File: config.mk
export PLATFORM = sky130hd
export DESIGN_NAME = rlq_unit
export DESIGN_NICKNAME = d
export VERILOG_FILES = /design/src/rtl/rlq_pkg.sv /design/src/rtl/rlq_fifo.sv /design/src/rtl/rlq_bind_map.sv /design/src/rtl/rlq_regfile.sv /design/src/rtl/rlq_unit.sv
export SDC_FILE = /design/constraint.sdc
export NUM_CORES = 1
export LEC_CHECK = 0
export BUFFER_PORTS_ARGS = -buffer_cell sky130_fd_sc_hd__buf_4
export CAP_MARGIN = 20
export CORE_ASPECT_RATIO = 0.5
export CORE_MARGIN = 2
export CORE_UTILIZATION = 55
export CTS_CLUSTER_DIAMETER = 50
export CTS_CLUSTER_SIZE = 10
export DETAILED_ROUTE_END_ITERATION = 12
export PLACE_DENSITY_LB_ADDON = 0.08
export SYNTH_ARGS = -nofsm -noshare
export SYNTH_HDL_FRONTEND = slang
export SYNTH_SLANG_ARGS = --single-unit
File: constraint.sdc
create_clock -name clk -period 8.6 [get_ports clk]
set_input_delay 1.29 -clock clk [delete_from_list [all_inputs] [get_ports clk]]
set_output_delay 1.29 -clock clk [all_outputs]
set_load 0.005 [all_outputs]
File: src/rtl/rlq_pkg.sv
package rlq_pkg;

    // Where a producer or consumer request is routed after decode.
    typedef enum logic [1:0] {
        TGT_IDLE  = 2'd0,
        TGT_PLAIN = 2'd1,
        TGT_QUEUE = 2'd2
    } tgt_e;

    localparam int DEF_NUM_Q   = 4;
    localparam int DEF_DEPTH   = 4;
    localparam int DEF_DATA_W  = 16;
    localparam int DEF_NUM_REG = 8;

    // Power-of-two test for depth; the wrap-bit pointer scheme relies on it.
    function automatic bit is_pow2(input int v);
        return (v > 1) && ((v & (v - 1)) == 0);
    endfunction

endpackage

File: src/rtl/rlq_fifo.sv
module rlq_fifo #(
    parameter int DEPTH  = 4,
    parameter int DATA_W = 16
) (
    input  logic              clk,
    input  logic              rst,
    input  logic              push,
    input  logic [DATA_W-1:0] push_data,
    input  logic              pop,
    output logic [DATA_W-1:0] head_data,
    output logic              full,
    output logic              empty
);
    localparam int AW = $clog2(DEPTH);

    logic [AW:0]       wr_ptr;
    logic [AW:0]       rd_ptr;
    logic [DATA_W-1:0] store [DEPTH];
    logic              do_push;
    logic              do_pop;

    // Pointers equal except the top bit: writer lapped the reader.
    assign full    = (wr_ptr[AW] != rd_ptr[AW]) && (wr_ptr[AW-1:0] == rd_ptr[AW-1:0]);
    assign empty   = (wr_ptr == rd_ptr);
    assign do_push = push && !full;
    assign do_pop  = pop && !empty;

    assign head_data = store[rd_ptr[AW-1:0]];

    always_ff @(posedge clk) begin
        if (rst) begin
            wr_ptr <= '0;
            rd_ptr <= '0;
        end else begin
            if (do_push) wr_ptr <= wr_ptr + 1'b1;
            if (do_pop)  rd_ptr <= rd_ptr + 1'b1;
        end
    end

    always_ff @(posedge clk) begin
        if (do_push) store[wr_ptr[AW-1:0]] <= push_data;
    end

endmodule

File: src/rtl/rlq_bind_map.sv
module rlq_bind_map #(
    parameter int NUM_Q = 4,
    parameter int RW    = 3,
    parameter int QW    = 2
) (
    input  logic [NUM_Q-1:0] bind_en,
    input  logic [RW-1:0]    bind_reg [NUM_Q],
    input  logic [RW-1:0]    reg_idx,
    output logic             hit,
    output logic [QW-1:0]    qid
);
    // Scan from the top so the lowest matching queue is the last writer.
    always_comb begin
        hit = 1'b0;
        qid = '0;
        for (int i = NUM_Q - 1; i >= 0; i--) begin
            if (bind_en[i] && (bind_reg[i] == reg_idx)) begin
                hit = 1'b1;
                qid = QW'(i);
            end
        end
    end

endmodule

File: src/rtl/rlq_regfile.sv
module rlq_regfile #(
    parameter int NUM_REG = 8,
    parameter int DATA_W  = 16,
    parameter int RW      = 3
) (
    input  logic              clk,
    input  logic              rst,
    input  logic              we,
    input  logic [RW-1:0]     waddr,
    input  logic [DATA_W-1:0] wdata,
    input  logic [RW-1:0]     raddr,
    output logic [DATA_W-1:0] rdata
);
    logic [DATA_W-1:0] cells [NUM_REG];

    assign rdata = cells[raddr];

    always_ff @(posedge clk) begin
        if (rst) begin
            for (int i = 0; i < NUM_REG; i++) cells[i] <= '0;
        end else if (we) begin
            cells[waddr] <= wdata;
        end
    end

endmodule

File: src/rtl/rlq_unit.sv
module rlq_unit
    import rlq_pkg::*;
#(
    parameter int NUM_Q   = DEF_NUM_Q,
    parameter int DEPTH   = DEF_DEPTH,
    parameter int DATA_W  = DEF_DATA_W,
    parameter int NUM_REG = DEF_NUM_REG,
    localparam int QW     = $clog2(NUM_Q),
    localparam int RW     = $clog2(NUM_REG)
) (
    input  logic              clk,
    input  logic              rst,
    input  logic              cfg_valid,
    input  logic [QW-1:0]     cfg_qid,
    input  logic              cfg_enable,
    input  logic [RW-1:0]     cfg_reg,
    input  logic              prd_valid,
    input  logic              prd_explicit,
    input  logic [QW-1:0]     prd_qid,
    input  logic [RW-1:0]     prd_reg,
    input  logic [DATA_W-1:0] prd_data,
    output logic              prd_stall,
    input  logic              cns_valid,
    input  logic              cns_explicit,
    input  logic [QW-1:0]     cns_qid,
    input  logic [RW-1:0]     cns_reg,
    output logic [DATA_W-1:0] cns_data,
    output logic              cns_stall,
    output logic [NUM_Q-1:0]  q_full,
    output logic [NUM_Q-1:0]  q_empty
);
    typedef struct packed {
        tgt_e          kind;
        logic [QW-1:0] qid;
    } route_t;

    // Binding table: one entry per queue.
    logic [NUM_Q-1:0]  bind_en;
    logic [RW-1:0]     bind_reg [NUM_Q];

    always_ff @(posedge clk) begin
        if (rst) begin
            bind_en <= '0;
            for (int i = 0; i < NUM_Q; i++) bind_reg[i] <= '0;
        end else if (cfg_valid) begin
            bind_en[cfg_qid]  <= cfg_enable;
            bind_reg[cfg_qid] <= cfg_reg;
        end
    end

    // Register-index lookups, one per port.
    logic          p_hit;
    logic [QW-1:0] p_map_q;
    logic          c_hit;
    logic [QW-1:0] c_map_q;

    rlq_bind_map #(.NUM_Q(NUM_Q), .RW(RW), .QW(QW)) u_prd_map (
        .bind_en  (bind_en),
        .bind_reg (bind_reg),
        .reg_idx  (prd_reg),
        .hit      (p_hit),
        .qid      (p_map_q)
    );

    rlq_bind_map #(.NUM_Q(NUM_Q), .RW(RW), .QW(QW)) u_cns_map (
        .bind_en  (bind_en),
        .bind_reg (bind_reg),
        .reg_idx  (cns_reg),
        .hit      (c_hit),
        .qid      (c_map_q)
    );

    // Request routing.
    route_t p_rt;
    route_t c_rt;

    always_comb begin
        p_rt = '{kind: TGT_IDLE, qid: '0};
        if (prd_valid) begin
            if (prd_explicit)  p_rt = '{kind: TGT_QUEUE, qid: prd_qid};
            else if (p_hit)    p_rt = '{kind: TGT_QUEUE, qid: p_map_q};
            else               p_rt = '{kind: TGT_PLAIN, qid: '0};
        end
    end

    always_comb begin
        c_rt = '{kind: TGT_IDLE, qid: '0};
        if (cns_valid) begin
            if (cns_explicit)  c_rt = '{kind: TGT_QUEUE, qid: cns_qid};
            else if (c_hit)    c_rt = '{kind: TGT_QUEUE, qid: c_map_q};
            else               c_rt = '{kind: TGT_PLAIN, qid: '0};
        end
    end

    // Queue array.
    logic [NUM_Q-1:0]  push_vec;
    logic [NUM_Q-1:0]  pop_vec;
    logic [DATA_W-1:0] head_data [NUM_Q];

    assign prd_stall = (p_rt.kind == TGT_QUEUE) && q_full[p_rt.qid];
    assign cns_stall = (c_rt.kind == TGT_QUEUE) && q_empty[c_rt.qid];

    for (genvar g = 0; g < NUM_Q; g++) begin : g_queue
        assign push_vec[g] = (p_rt.kind == TGT_QUEUE) && (p_rt.qid == QW'(g)) && !prd_stall;
        assign pop_vec[g]  = (c_rt.kind == TGT_QUEUE) && (c_rt.qid == QW'(g)) && !cns_stall;

        rlq_fifo #(.DEPTH(DEPTH), .DATA_W(DATA_W)) u_fifo (
            .clk       (clk),
            .rst       (rst),
            .push      (push_vec[g]),
            .push_data (prd_data),
            .pop       (pop_vec[g]),
            .head_data (head_data[g]),
            .full      (q_full[g]),
            .empty     (q_empty[g])
        );
    end

    // Plain register storage for unbound indices.
    logic [DATA_W-1:0] rf_rdata;

    rlq_regfile #(.NUM_REG(NUM_REG), .DATA_W(DATA_W), .RW(RW)) u_rf (
        .clk   (clk),
        .rst   (rst),
        .we    (p_rt.kind == TGT_PLAIN),
        .waddr (prd_reg),
        .wdata (prd_data),
        .raddr (cns_reg),
        .rdata (rf_rdata)
    );

    always_comb begin
        cns_data = '0;
        unique case (c_rt.kind)
            TGT_QUEUE: if (!cns_stall) cns_data = head_data[c_rt.qid];
            TGT_PLAIN: cns_data = rf_rdata;
            default:   cns_data = '0;
        endcase
    end

endmodule

==> flow_summary.yaml, run 1 <==
outcome:
  outcome: "finished clean"
grt:
  grt_pass1_vias: 10037
  grt_max_degree: 56
  grt_pass1_wl_um: 66890
  use_met1: 0.4038
  use_met2: 0.3959
  use_met3: 0.07135
  grt_overflow: 0
  grt_usage: 0.2684
  grt_antenna_before_repair: 1
  grt_most_used_layer: "met1"
clock_tree:
  cts_resized: 0
  cts.sinks: 432
  root_buffer: "clkbuf_16"
  htree_levels: 2
  cts_buffers: 49
  cts_tree: "done"
  cts_buffer_depth: 3
  postCtsSetupRepairBufs: 0
  path_clk_slew_ps: 60
  clkLatencyLatePin_ps: 560
  cts_hold_buf: 0
timing:
  setup_tns_ps: 0
  rsz0062_at_grt: "false"
  tightest_slew_ps: 1191
  max_slew_margin: 0.2061
  hold_viol: 0
  timing.final.crit_share: 0.7321
  fmax_mhz: 158.8
  setup_viol: 0
  skew_ps: 21.27
  drv_slew: 0
  finalCriticalPeriod_ps: 6296
power_and_ir_drop:
  power.net_switching_uw: 965.2
  p_comb_frac: 0.055
  finalPower_uw: 4458
  leakagePower_uw: 0.007125
  swShare: 0.2165
  vdd_drop_max_mv: 0.1432
  powerDensity_nw_per_um2: 215.0
  power_frac_seq: 0.523
  p_int_uw: 3493
  p_clk_frac: 0.422
detailed_routing:
  drt_iter0_markers: 1132
  drc_errors: 0
  wirelength_um: 45880
  viasPerCell: 6.202
  via_count: 9954
  firstDrtPassIters: 5
  ant_nets: 0
  post_drt_wl_per_cell_um: 28.59
place:
  numPortBuffers: 64
  gp_congestion: 0.8325
  dp_hpwl_um: 29270
floorplan:
  die_x_um: 263.3
  die_y_um: 133.6
  io_pins: 65
  initial_core_util: 0.5593
  dieArea_um2: 35180
  placeableCoreArea_um2: 33050
  fp-row-count: 47
synth:
  syn_avg_cell_area_um2: 17.31
  synth_compound_area_frac: 0.03730
  ys_seq_area_frac: 0.6758
  synthCells: 1068
  synth_simple_gate_area_share: 0.09002
  synth-xor-area-share: 0.02315
  synth_edf_count: 384
  syn-num-nets: 1129
  synth_fa_ha_area_frac: 0.01489
  synth_top_family_by_area: "multiplexers"
  ys_ff_latch: 432
  yosys_warnings: 0
  ys_types: 59
  netlist_area_um2: 18490
  synth_ff_type: "edfxtp_1"
  async_reset_ff_frac: 0
  synthMuxAreaShare: 0.1394
worst_setup_path:
  critPathLaunchType: "input pin"
  cp_max_fo: 36
  cp-end-kind: "primary output"
  crit_start: "cns_reg[0]"
  path_class: "input pin to primary output"
  r2r_cells: 7
  rr_endpoint: "u_rf.cells[2][3]$_SDFFCE_PN0P_"
  setup.worst_path.end: "cns_data[2]"
  r2r_start: "bind_reg[11]$_SDFFE_PP0P_"
  rrSetupSlack_ps: 5300
  critPathArrivalTime_ps: 5010
  required_ps: 7310
layout:
  largest_register_ffs: 256
  utilization: 0.6275
  antenna_cells: 0
  area_delta_synth_final_pct: 12.19
  drive_gt1_frac: 0.2285
  final_nets: 1194
  num-fill-cells: 2404
hold_path:
  hold_class: "register to register"
flow_run:
  drv_cap: 0
final cells by class:
class	instances	area (um2)	area share
Clock inverter	2	17.52	0.0008446
Sequential cell	432	12490	0.6024
Inverter	17	63.81	0.003077
Clock buffer	80	1385	0.06679
Multi-Input combinational cell	557	5643	0.2721
Timing Repair Buffer	76	585.6	0.02824
Tap cell	441	551.8	0.02661
worst min path at each step:
stage	depth (start not counted)	slack [ps]	to	from
3_3_place_gp	2	490	g_queue[3].u_fifo.rd_ptr[2]$_SDFFE_PP0P_	g_queue[3].u_fifo.rd_ptr[2]$_SDFFE_PP0P_
2_1_floorplan	2	470	g_queue[0].u_fifo.wr_ptr[2]$_SDFFE_PP0N_	g_queue[0].u_fifo.wr_ptr[2]$_SDFFE_PP0N_
6_report	2	500	g_queue[0].u_fifo.wr_ptr[2]$_SDFFE_PP0N_	g_queue[0].u_fifo.wr_ptr[2]$_SDFFE_PP0N_
4_1_cts	2	500	g_queue[0].u_fifo.wr_ptr[2]$_SDFFE_PP0N_	g_queue[0].u_fifo.wr_ptr[2]$_SDFFE_PP0N_
3_5_place_dp	2	490	g_queue[0].u_fifo.wr_ptr[2]$_SDFFE_PP0N_	g_queue[0].u_fifo.wr_ptr[2]$_SDFFE_PP0N_
5_1_grt	2	560	g_queue[0].u_fifo.rd_ptr[2]$_SDFFE_PP0P_	g_queue[0].u_fifo.rd_ptr[2]$_SDFFE_PP0P_
logic make-up (layout without fill, tap and decap cells):
logic type | after synthesis | in the layout
flops | 432 | 432
simple gates | 275 | 275
mux | 137 | 137
buf+inv | 79 | 175
compound gates | 75 | 75
xor+xnor | 48 | 48
fa+ha+maj | 22 | 22
cells in the mapped netlist (6+ instances only):
master | instances | area, um2
nor2_1 | 48 | 180.2
xnor2_1 | 40 | 350.3
nand3_1 | 6 | 30.03
inv_1 | 17 | 63.81
mux4_2 | 96 | 2162
or2_2 | 8 | 50.05
o32ai_1 | 6 | 52.55
o32ai_2 | 10 | 162.7
o21ai_0 | 6 | 30.03
xor2_1 | 7 | 61.31
buf_2 | 8 | 40.04
buf_1 | 7 | 26.28
edfxtp_1 | 384 | 11530
a211oi_1 | 16 | 120.1
o22ai_1 | 16 | 100.1
and2_1 | 157 | 982.2
dfxtp_1 | 48 | 960.9
ha_1 | 22 | 275.3
nand2_1 | 10 | 37.54
mux2i_1 | 40 | 400.4
clkbuf_1 | 35 | 131.4
buf_4 | 10 | 75.07
stage by stage:
stage | hold WS, ps | cells | worst slack [ps] | area, um2
floorplan | 467.7 | 1068 | 3915 | 18490
global placement | 488.4 | 1518 | 2504 | 19280
detailed placement | 494.7 | 1519 | 2321 | 19290
CTS | 503.4 | 1601 | 2327 | 20700
global route | 563.2 | 1605 | 2062 | 20740
finish | 497.3 | 1605 | 2304 | 20740
power groups by stage:
stage | sequential (uW) | clock [uW] | combinational, uW
after floorplan | 2370 | 0 | 133
after global placement | 2370 | 0 | 239
after detailed placement | 2380 | 0 | 244
after CTS | 2330 | 1900 | 245
after global routing | 2340 | 1990 | 260
final | 2330 | 1880 | 245
per-layer routing:
layer / part of all wire / routed length [um]
met5: 0 / 0
met4: 0.021 / 963
met3: 0.10 / 4705
met2: 0.44 / 20200
met1: 0.44 / 20010
layout by cell type, fill, tap and decap left out, types with 4 or more instances in the layout:
| master | n |
|---|---|
| a211oi_1 | 16 |
| a21oi_1 | 5 |
| and2_1 | 157 |
| and3_1 | 5 |
| buf_4 | 72 |
| buf_6 | 4 |
| clkbuf_1 | 29 |
| clkbuf_16 | 51 |
| dfxtp_1 | 48 |
| edfxtp_1 | 384 |
| ha_1 | 22 |
| inv_1 | 17 |
| mux2i_1 | 40 |
| mux4_2 | 96 |
| nand2_1 | 10 |
| nand3_1 | 6 |
| nand4_1 | 5 |
| nor2_1 | 48 |
| nor3b_2 | 5 |
| o21ai_0 | 6 |
| o22ai_1 | 16 |
| o32ai_1 | 6 |
| o32ai_2 | 10 |
| or2_2 | 8 |
| xnor2_1 | 40 |
| xor2_1 | 7 |
critical path, cell delays in order:
cell and delay, ps:
buf_4 570, xnor2_1 210, a41oi_4 340, a22o_1 740, nand3_1 870, o22ai_1 450, o32ai_1 250, buf_4 270
No activity file was read; power rests on OpenSTA's default activity.
==> inputs of run 2 (changes only) <==
clock period = 6.2 ns   (was 8.6 ns; I/O delays follow)
==> flow_summary.yaml, run 2 (synthesis results as in run 1) <==
worst_setup_path:
  cp_max_fo: 20
  required_ps: 5270
  cpPeakStageDelay_ps: 620
  r2r_cells: 7
  rr_endpoint: "u_rf.cells[6][1]$_SDFFCE_PN0P_"
  rrSetupSlack_ps: 2880
  critPathArrivalTime_ps: 3890
  cpMostUsedCell: "buf_4"
  critPathLaunchType: "input pin"
  r2r_start: "bind_reg[11]$_SDFFE_PP0P_"
  crit_slowest_cell: "o32ai_1"
  path_class: "input pin to primary output"
  cp-end-kind: "primary output"
  path_cells: "buf_4, xnor2_1, and4_1, o21ai_2, a22oi_2, o211ai_2, o221a_4, o32ai_1, buf_4"
timing:
  fmax_mhz: 207.3
  timing.final.crit_share: 0.7780
  tightest_slew_ps: 980.4
  rsz0062_at_grt: "false"
  setup_tns_ps: 0
  finalCriticalPeriod_ps: 4823
  drv_slew: 0
  skew_ps: 13.73
  setup_ws_ps: 1377
  hold_viol: 0
  max_slew_margin: 0.3459
  setup_viol: 0
clock_tree:
  htree_levels: 2
  path_clk_slew_ps: 50
  cts_buffer_depth: 3
  cts_buffers: 49
  postCtsSetupRepairBufs: 0
  cts.sinks: 432
  cts_hold_buf: 0
  root_buffer: "clkbuf_16"
  clkLatencyLatePin_ps: 550
  cts_tree: "done"
  cts_resized: 0
detailed_routing:
  via_count: 9907
  post_drt_wl_per_cell_um: 27.95
  viasPerCell: 6.184
  ant_nets: 1
  drt_iter0_markers: 1088
  firstDrtPassIters: 7
  wirelength_um: 44780
  drc_errors: 0
power_and_ir_drop:
  p_clk_frac: 0.417
  p_int_uw: 4817
  vdd_drop_max_mv: 0.2102
  power.net_switching_uw: 1316
  p_comb_frac: 0.055
  powerDensity_nw_per_um2: 296.0
  swShare: 0.2146
  leakagePower_uw: 0.007127
  power_frac_seq: 0.528
  finalPower_uw: 6134
grt:
  grt_overflow: 0
  grt_pass1_wl_um: 66210
  grt_usage: 0.2625
  grt_antenna_before_repair: 2
  grt_max_degree: 56
  grt_pass1_vias: 9866
layout:
  drive_gt1_frac: 0.2336
  layout_common_cells: "384 x edfxtp_1, 157 x and2_1, 96 x mux4_2"
  fin_cells: 1602
  multi_input_area_um2: 5643
  num-fill-cells: 2401
  mostFrequentLayoutCell: "edfxtp_1"
  design_area_um2: 20720
  seqCellArea_um2: 12490
  largest_register_ffs: 256
  area_delta_synth_final_pct: 12.10
  final_nets: 1198
floorplan:
  initial_core_util: 0.5593
  die_x_um: 263.3
  die_y_um: 133.6
  placeableCoreArea_um2: 33050
  fp-row-count: 47
  io_pins: 65
  dieArea_um2: 35180
hold_path:
  holdPathEnd: "g_queue[3].u_fifo.rd_ptr[2]$_SDFFE_PP0P_"
  hold_depth: 2
  hold_class: "register to register"
  min-delay-start: "g_queue[3].u_fifo.rd_ptr[2]$_SDFFE_PP0P_"
place:
  dp_hpwl_um: 29020
  gp_congestion: 0.9472
  placed_area_um2: 19350
  dp.cells: 1527
  numPortBuffers: 64
  pre_cts_slack_ps: 1462
outcome:
  outcome: "finished with violations"
  violations: "antenna rules"
flow_run:
  drv_cap: 0
==> run 2: cell types whose count changed in the layout (fill, tap and decap cells not counted) <==
cell	change
diode_2	+5
buf_4	+8
buf_6	-4
clkbuf_1	-12
==> run 2: layout make-up <==
type,count,share of cell area
antenna,5,0.0006038
clock buffer,68,0.06467
clock inverter,2,0.0008454
inverter,17,0.003080
multi-input combinational,557,0.2723
sequential,432,0.6029
tap,441,0.02663
timing repair buffer,80,0.02898
==> run 2: per-stage QoR <==
stage	hold WS [ps]	util
after CTS	498.1	0.6266
after global routing	527.8	0.6266
after global placement	485.7	0.5855
final	498.9	0.6270
after detailed placement	490.6	0.5855
after floorplan	467.7	-
==> run 2: power by group through the flow <==
stage	Sequential (uW)	Clock (uW)	Combinational, uW
after floorplan	3290	0	184
after global placement	3290	0	330
after detailed placement	3300	0	337
after CTS	3240	2580	338
after global routing	3240	2710	361
final	3240	2560	338
==> run 2: worst max path at each step <==
stage | from | to | slack (ps) | cells past startpoint
CTS | cns_reg[2] | cns_data[2] | 1460 | 9
finish | cns_reg[2] | cns_data[2] | 1380 | 9
global route | cns_reg[2] | cns_data[2] | 1280 | 9
floorplan | cns_reg[1] | cns_data[10] | 2230 | 11
detailed placement | cns_reg[2] | cns_data[2] | 1460 | 9
global placement | cns_reg[2] | cns_data[2] | 1570 | 11
==> run 2: critical path: cells and delay by family <==
kind	cells	cell delay [ps]
buffers and inverters	2	580
AND/OR/NAND/NOR	1	220
AO/OA/AOI/OAI	5	1960
XOR/XNOR	1	190
==> run 2: per-layer routing <==
| metal | track usage | part of all wire | up-vias |
|---|---|---|---|
| met5 | 0 | 0 | - |
| met4 | 0.05079 | 0.016 | 0 |
| met3 | 0.07172 | 0.095 | 56 |
| met2 | 0.3827 | 0.45 | 398 |
| met1 | 0.4014 | 0.44 | 5178 |
| li1 | - | - | 4275 |
==> inputs of run 3 (changes only) <==
clock period = 4.65 ns   (was 6.2 ns; I/O delays follow)
==> flow_summary.yaml, run 3 (synthesis results as in run 1) <==
grt:
  grt_max_degree: 56
  grt_overflow: 0
  grt_antenna_before_repair: 2
  grt_usage: 0.2633
  grt_pass1_wl_um: 66340
  grt_pass1_vias: 10214
worst_setup_path:
  crit_start: "bind_reg[9]$_SDFFE_PP0P_"
  critPathArrivalTime_ps: 3660
  required_ps: 3950
  cp-end-kind: "primary output"
  critPathLaunchType: "register"
  path_class: "register to primary output"
  cp_max_fo: 16
  r2r_start: "bind_reg[11]$_SDFFE_PP0P_"
  r2r_cells: 6
place:
  dp_hpwl_um: 28590
  gp_congestion: 0.8045
  numPortBuffers: 64
outcome:
  outcome: "finished clean"
clock_tree:
  path_clk_slew_ps: 60
  postCtsSetupRepairBufs: 0
  htree_levels: 2
  cts_buffers: 49
  cts_resized: 0
  cts_buffer_depth: 3
  cts.sinks: 432
  root_buffer: "clkbuf_16"
  cts_hold_buf: 0
  cts_tree: "done"
  clkLatencyLatePin_ps: 560
power_and_ir_drop:
  leakagePower_uw: 0.007274
  p_comb_frac: 0.055
  swShare: 0.2136
  power_frac_seq: 0.524
  vdd_drop_max_mv: 0.3093
  p_int_uw: 6484
  powerDensity_nw_per_um2: 393.7
  p_clk_frac: 0.421
  power.net_switching_uw: 1762
hold_path:
  hold_class: "input pin to register"
  hold_depth: 3
  min-delay-start: "cfg_reg[1]"
timing:
  setup_tns_ps: 0
  max_slew_margin: 0.3291
  hold_viol: 0
  finalCriticalPeriod_ps: 4362
  rsz0062_at_grt: "false"
  drv_slew: 0
  timing.final.crit_share: 0.9380
  skew_ps: 22.35
  fmax_mhz: 229.3
  tightest_slew_ps: 1005
  setup_viol: 0
floorplan:
  dieArea_um2: 35180
  io_pins: 65
  initial_core_util: 0.5593
  fp-row-count: 47
  die_x_um: 263.3
  placeableCoreArea_um2: 33050
  die_y_um: 133.6
detailed_routing:
  via_count: 9874
  wirelength_um: 44890
  post_drt_wl_per_cell_um: 27.66
  drc_errors: 0
  drt_iter0_markers: 1002
  viasPerCell: 6.084
  firstDrtPassIters: 5
  ant_nets: 0
layout:
  largest_register_ffs: 256
  area_delta_synth_final_pct: 13.31
  drive_gt1_frac: 0.2498
  mostFrequentLayoutCell: "edfxtp_1"
  utilization: 0.6338
  layout_common_cells: "384 x edfxtp_1, 157 x and2_1, 102 x buf_4"
  final_nets: 1222
  num-fill-cells: 2399
flow_run:
  drv_cap: 0
run 3: changes by cell type in the layout (fill, tap and decap cells not counted):
cell,delta
inv_6,-1
buf_16,+1
diode_2,-4
bufinv_16,+1
buf_8,+1
buf_4,+22
clkinv_2,+1
run 3: worst paths after layout:
kind                                                                 end  slack, ps
worst max-delay path                                         cns_data[2]        290
worst min-delay path                            bind_reg[7]$_SDFFE_PP0P_        410
worst max register to register            u_rf.cells[4][8]$_SDFFCE_PN0P_       1480
worst min register to register  g_queue[0].u_fifo.wr_ptr[2]$_SDFFE_PP0N_        500
run 3: power groups by stage:
stage	clock network, uW	registers [uW]	logic (uW)
final	3470	4320	455
after CTS	3510	4320	452
after global routing	3660	4320	486
after floorplan	0	4390	245
after global placement	0	4390	443
after detailed placement	0	4400	450
run 3: metrics by stage:
step / instances / cell area, um2 / hold WS [ps] / setup WS (ps) / total power, uW
2_1_floorplan: 1068 / 18490 / 467.7 / 1150 / 4631
3_3_place_gp: 1549 / 19520 / 480.8 / 572.8 / 4838
3_5_place_dp: 1549 / 19520 / 492.3 / 506.3 / 4850
4_1_cts: 1620 / 20900 / 395.6 / 369.1 / 8282
5_1_grt: 1622 / 20940 / 401.8 / 231.5 / 8471
6_report: 1623 / 20950 / 410.8 / 288.3 / 8246
run 3: metal layers:
metal  up-vias  wire, um  GRT usage
li1       4307         -          -
met1      5110     19470     0.3826
met2       409     20320     0.3998
met3        48      4459    0.07893
met4         0       642    0.05397
met5         -         0          0
run 3: final cells by class:
type                       count  area [um2]  share of cell area
sequential                   432       12490              0.5964
clock buffer                  68        1340             0.06398
inverter                      17       63.81            0.003047
tap                          441       551.8             0.02634
clock inverter                 3       43.79            0.002091
antenna                        1       2.502           0.0001195
timing repair buffer         104       808.3             0.03859
multi-input combinational    557        5643              0.2694
run 3: worst max-delay path: stages (launching register included):
cell and delay [ps]:
dfxtp_1 430, xnor2_1 140, a41oi_4 300, nand2_1 110, o21ai_0 270, ha_1 320, nor2_1 150, nand2b_1 80
o221a_4 410, o32ai_1 680, buf_4 230
